File: config.mk
export PLATFORM = sky130hd
export DESIGN_NAME = rv_elastic_stage
export DESIGN_NICKNAME = d
export VERILOG_FILES = /design/src/rtl/eb_pkg.sv /design/src/rtl/eb_slot.sv /design/src/rtl/eb_twin.sv /design/src/rtl/rv_elastic_stage.sv
export SDC_FILE = /design/constraint.sdc
export NUM_CORES = 1
export LEC_CHECK = 0
export ABC_CLOCK_PERIOD_IN_PS = 2300
export BUFFER_PORTS_ARGS = -buffer_cell sky130_fd_sc_hd__buf_2
export CORE_MARGIN = 2
export CORE_UTILIZATION = 30
export DETAILED_ROUTE_END_ITERATION = 10
export SETUP_SLACK_MARGIN = 0.3
export SYNTH_ARGS = -nofsm -noshare
export SYNTH_HDL_FRONTEND = slang
export SYNTH_SLANG_ARGS = --single-unit
File: constraint.sdc
create_clock -name clk -period 2.3 [get_ports clk]
set_input_delay 0.115 -clock clk [delete_from_list [all_inputs] [get_ports clk]]
set_output_delay 0.115 -clock clk [all_outputs]
set_load 0.01 [all_outputs]
File: src/rtl/eb_pkg.sv
package eb_pkg;
  localparam int MODE_HALF  = 0;
  localparam int MODE_OVER  = 1;
  localparam int MODE_PASS  = 2;
  localparam int MODE_TWIN  = 3;

  function automatic int slot_count(input int mode);
    return (mode == MODE_TWIN) ? 2 : 1;
  endfunction
endpackage

File: src/rtl/eb_slot.sv
module eb_slot #(
  parameter int W    = 16,
  parameter int KIND = 0
) (
  input  logic         clk,
  input  logic         rst,
  input  logic         valid_up,
  input  logic [W-1:0] data_up,
  output logic         ready_up,
  output logic         valid_dn,
  output logic [W-1:0] data_dn,
  input  logic         ready_dn
);
  import eb_pkg::*;

  logic         full_q;
  logic         full_d;
  logic [W-1:0] word_q;
  logic         push;
  logic         pop;

  generate
    if (KIND == MODE_OVER) begin : g_over
      // accept while full when the held word leaves this cycle
      assign ready_up = ~full_q | ready_dn;
      assign valid_dn = full_q;
      assign data_dn  = word_q;
    end else if (KIND == MODE_PASS) begin : g_pass
      // empty slot forwards the incoming word directly
      assign ready_up = ~full_q;
      assign valid_dn = full_q | valid_up;
      assign data_dn  = full_q ? word_q : data_up;
    end else begin : g_half
      assign ready_up = ~full_q;
      assign valid_dn = full_q;
      assign data_dn  = word_q;
    end
  endgenerate

  assign push = valid_up & ready_up;
  assign pop  = valid_dn & ready_dn;

  always_comb begin
    if (KIND == MODE_PASS) begin
      // clear wins: a pass-through leaves the slot empty
      if (pop)       full_d = 1'b0;
      else if (push) full_d = 1'b1;
      else           full_d = full_q;
    end else begin
      if (push)      full_d = 1'b1;
      else if (pop)  full_d = 1'b0;
      else           full_d = full_q;
    end
  end

  always_ff @(posedge clk) begin
    if (rst) full_q <= 1'b0;
    else     full_q <= full_d;
  end

  always_ff @(posedge clk) begin
    if (push) word_q <= data_up;
  end
endmodule

File: src/rtl/eb_twin.sv
module eb_twin #(
  parameter int W = 16
) (
  input  logic         clk,
  input  logic         rst,
  input  logic         valid_in,
  input  logic [W-1:0] data_in,
  output logic         ready_out,
  output logic         valid_out,
  output logic [W-1:0] data_out,
  input  logic         ready_in
);
  import eb_pkg::*;

  localparam int NSLOT = 2;

  logic             wr_ptr_q;
  logic             rd_ptr_q;
  logic [NSLOT-1:0] s_rdy;
  logic [NSLOT-1:0] s_vld;
  logic [W-1:0]     s_dat [NSLOT];
  logic             push;
  logic             pop;

  generate
    for (genvar i = 0; i < NSLOT; i++) begin : g_cell
      eb_slot #(.W(W), .KIND(MODE_HALF)) u_cell (
        .clk      (clk),
        .rst      (rst),
        .valid_up (valid_in & (wr_ptr_q == 1'(i))),
        .data_up  (data_in),
        .ready_up (s_rdy[i]),
        .valid_dn (s_vld[i]),
        .data_dn  (s_dat[i]),
        .ready_dn (ready_in & (rd_ptr_q == 1'(i)))
      );
    end
  endgenerate

  assign ready_out = s_rdy[wr_ptr_q];
  assign valid_out = s_vld[rd_ptr_q];
  assign data_out  = s_dat[rd_ptr_q];
  assign push      = valid_in & ready_out;
  assign pop       = valid_out & ready_in;

  always_ff @(posedge clk) begin
    if (rst) begin
      wr_ptr_q <= 1'b0;
      rd_ptr_q <= 1'b0;
    end else begin
      if (push) wr_ptr_q <= ~wr_ptr_q;
      if (pop)  rd_ptr_q <= ~rd_ptr_q;
    end
  end
endmodule

File: src/rtl/rv_elastic_stage.sv
module rv_elastic_stage #(
  parameter int WIDTH = 16,
  parameter int MODE  = 3
) (
  input  logic             clk,
  input  logic             rst,
  input  logic             valid_in,
  input  logic [WIDTH-1:0] data_in,
  output logic             ready_out,
  output logic             valid_out,
  output logic [WIDTH-1:0] data_out,
  input  logic             ready_in
);
  import eb_pkg::*;

  generate
    if (MODE == MODE_TWIN) begin : g_twin
      eb_twin #(.W(WIDTH)) u_core (
        .clk       (clk),
        .rst       (rst),
        .valid_in  (valid_in),
        .data_in   (data_in),
        .ready_out (ready_out),
        .valid_out (valid_out),
        .data_out  (data_out),
        .ready_in  (ready_in)
      );
    end else begin : g_single
      eb_slot #(.W(WIDTH), .KIND(MODE)) u_core (
        .clk      (clk),
        .rst      (rst),
        .valid_up (valid_in),
        .data_up  (data_in),
        .ready_up (ready_out),
        .valid_dn (valid_out),
        .data_dn  (data_out),
        .ready_dn (ready_in)
      );
    end
  endgenerate
endmodule

==> metrics <==
setup slack, reg-to-reg 1.02 ns; row cnt 24; worst setup slack before clock tree synthesis 0.9862 ns; total number of H-tree levels 2; Final #Nets 134; routed via count 773; Starting Density 31.06%; Initial DRT Pass Iterations 4; most instantiated library cell after synthesis sky130_fd_sc_hd__edfxtp_1; outcome complete, no violations; number of antenna violations at the first check in global routing 0; sink count of the clock tree 36; setup repair after global routing missed its margin no; via count of the first global-routing pass 779; proportion of power drawn by the clock network 31.8%; number of placed I/O pins 38; syn_area_per_cell 19.32 um2; number of synthesized flops with an enable pin 32; worst hold margin 0.02386 ns; number of antenna diodes 0; setup slack of the critical path after layout 0.7362 ns; maximum operating frequency 0.6395 GHz; clock tree root driver cell sky130_fd_sc_hd__clkbuf_8; maximum fanout count along the critical path 18; Max VDD drop 0.0003197 V; Sw Ratio 20.98%; number of buffers added by the clock tree synthesis step 5; overall routing resource usage 9.979%; Cell Count Post-Placement 159; Slew @ Worst Pin 0.4114 ns; number of standard cells after synthesis 70; fraction of layout instances using a drive strength above 1 56.52%; worst min path class in2reg; largest cells by area after synthesis sky130_fd_sc_hd__edfxtp_1 (71%), sky130_fd_sc_hd__mux2_2 (14%), sky130_fd_sc_hd__dfxtp_1 (5.9%); P per Cell Area 805.6 mW/mm2; number of buffers between clock root and the deepest sink 2; post-synthesis async set-or-reset flop share 0%; Seq pwr share 56.9%; Crit path required time 2.18 ns; RePlAce Congestion 0.6490; Wirelength per Cell 13.57 um; slew margin rel. 72.57%; Clk Latency, worst-skew pair 0.28 ns; dominant cell type by area after synthesis sky130_fd_sc_hd__edfxtp_1; hold-fix buffer count after cts 0; First DRT Iteration DRCs 27; Final Setup Violations 0; top cell type's share of synthesized area 71.05%; final worst path period need 1.564 ns; clock tree from TritonCTS yes; total of buffers placed on input and output ports 37; routed wire length 2267 um; worst-case clock skew 0.005335 ns; number of storage elements in the synthesis netlist 36; core outline area 0.004354 mm2; Gates resized, CTS repair 0; final setup TNS 0 ns; Post-DP HPWL 1586 um; synthesis-to-layout area growth 25.72%; Max Cap Violations 0; Syn Nets 90; die footprint 0.005062 mm2; internal power of the cells 1082 uW; top cells by instance count after synthesis sky130_fd_sc_hd__edfxtp_1 (32), sky130_fd_sc_hd__mux2_2 (17), sky130_fd_sc_hd__dfxtp_1 (4); crit end category output port; final number of max-transition violations 0; crit path DAT 1.45 ns; filler-free cell count of the finished design 167; combinational fraction of design power 11.3%; DIE HEIGHT 71.15 um; share of synthesized area occupied by flip-flops and latches 76.97%; DRC viols 0; remaining global-route overflow 0; clock-pin slew of the registers on the worst-case setup and hold paths 0.06 ns; final hold violation count 0; net switching power figure 287.4 uW; global-route wire length before repair 3705 um; total leakage power 0.0006295 uW; largest net degree at the start of global routing 19; post-route clock period utilization 67.99%; detail-routed via count per cell 4.629; Yosys cell types 17; total number of yosys warnings 0; startpoint kind of the worst setup timing path register; Main synth FF type sky130_fd_sc_hd__edfxtp_1; die outline width 71.15 um; setup bufs post-CTS 0; startpoint-to-endpoint class of the critical path reg2out; Routed Antenna Nets 0; cell area after synthesis 0.001353 mm2
-- critical path, stage by stage (launching register included) --
cell and delay, ns:
sky130_fd_sc_hd__dfxtp_1 0.38, sky130_fd_sc_hd__buf_4 0.27, sky130_fd_sc_hd__mux2_2 0.37, sky130_fd_sc_hd__buf_2 0.14
-- routing by layer --
metal	track usage [%]	up-vias	wire length, um
met5	0	-	0
li1	-	365	-
met2	16.56	27	1143
met4	6.918	0	57
met3	2.279	9	109
met1	11.33	372	955
-- cell type report --
type,count,area [um2]
multi-input combinational,32,304.0
tap,52,65.06
timing repair buffer,39,200.2
sequential,36,1041
fill,415,2654
clock buffer,8,90.09
-- kinds of logic after synthesis --
logic type      Yosys count  synth area share [%]
mux                      18                 14.89
compound gates            6                 2.868
buf+inv                   2                0.9249
flops                    36                 76.97
simple gates              8                 4.349
-- sequential cells by signal, indices dropped and copies added (netlist names) --
register                              count
g_twin.u_core.g_cell.u_cell.data_dn      32
g_twin.u_core.g_cell.u_cell.valid_dn      2
g_twin.u_core.rd_ptr_q                    1
g_twin.u_core.wr_ptr_q                    1
-- cells in the final DEF, fill, tap and decap left out --
cell type                  instances
sky130_fd_sc_hd__or2b_1            1
sky130_fd_sc_hd__nor2b_1           2
sky130_fd_sc_hd__buf_2            37
sky130_fd_sc_hd__clkbuf_8          6
sky130_fd_sc_hd__edfxtp_1         32
sky130_fd_sc_hd__o21ai_0           2
sky130_fd_sc_hd__nand2b_1          1
sky130_fd_sc_hd__a21oi_1           2
sky130_fd_sc_hd__and2_2            1
sky130_fd_sc_hd__a21bo_2           1
sky130_fd_sc_hd__buf_4             2
sky130_fd_sc_hd__nand3b_1          1
sky130_fd_sc_hd__dfxtp_1           4
sky130_fd_sc_hd__mux2_2           17
sky130_fd_sc_hd__a311oi_1          1
sky130_fd_sc_hd__clkbuf_1          2
sky130_fd_sc_hd__or4b_1            1
sky130_fd_sc_hd__nor3b_2           1
sky130_fd_sc_hd__mux2i_1           1
-- power by group through the flow --
| stage | Sequential [uW] | Combinational, uW | Clock (uW) |
|---|---|---|---|
| 6_report | 779 | 155 | 436 |
| 5_1_grt | 783 | 174 | 481 |
| 4_1_cts | 779 | 160 | 458 |
| 3_5_place_dp | 793 | 159 | 0 |
| 3_3_place_gp | 791 | 156 | 0 |
| 2_1_floorplan | 787 | 91.5 | 0 |
-- path summary, 6_finish.rpt --
| path | startpoint | to | cells past startpoint |
|---|---|---|---|
| worst min register to register | g_twin.u_core.g_cell[0].u_cell.valid_dn | g_twin.u_core.g_cell[0].u_cell.valid_dn | 2 |
| worst min-delay path | data_in[11] | g_twin.u_core.g_cell[1].u_cell.data_dn[11] | 1 |
| worst max-delay path | g_twin.u_core.rd_ptr_q | data_out[6] | 3 |
| worst max register to register | g_twin.u_core.g_cell[1].u_cell.valid_dn | g_twin.u_core.g_cell[1].u_cell.data_dn[5] | 2 |
-- metrics by stage --
step / utilization (%) / area (um2) / total power, uW
final: 39.05 / 1700 / 1370
after global routing: 39.05 / 1700 / 1438
after CTS: 39.05 / 1700 / 1397
after detailed placement: 36.98 / 1610 / 952.3
after global placement: 36.98 / 1610 / 947.3
after floorplan: - / 1358 / 878.8
Power figures use the tool's default switching activity.
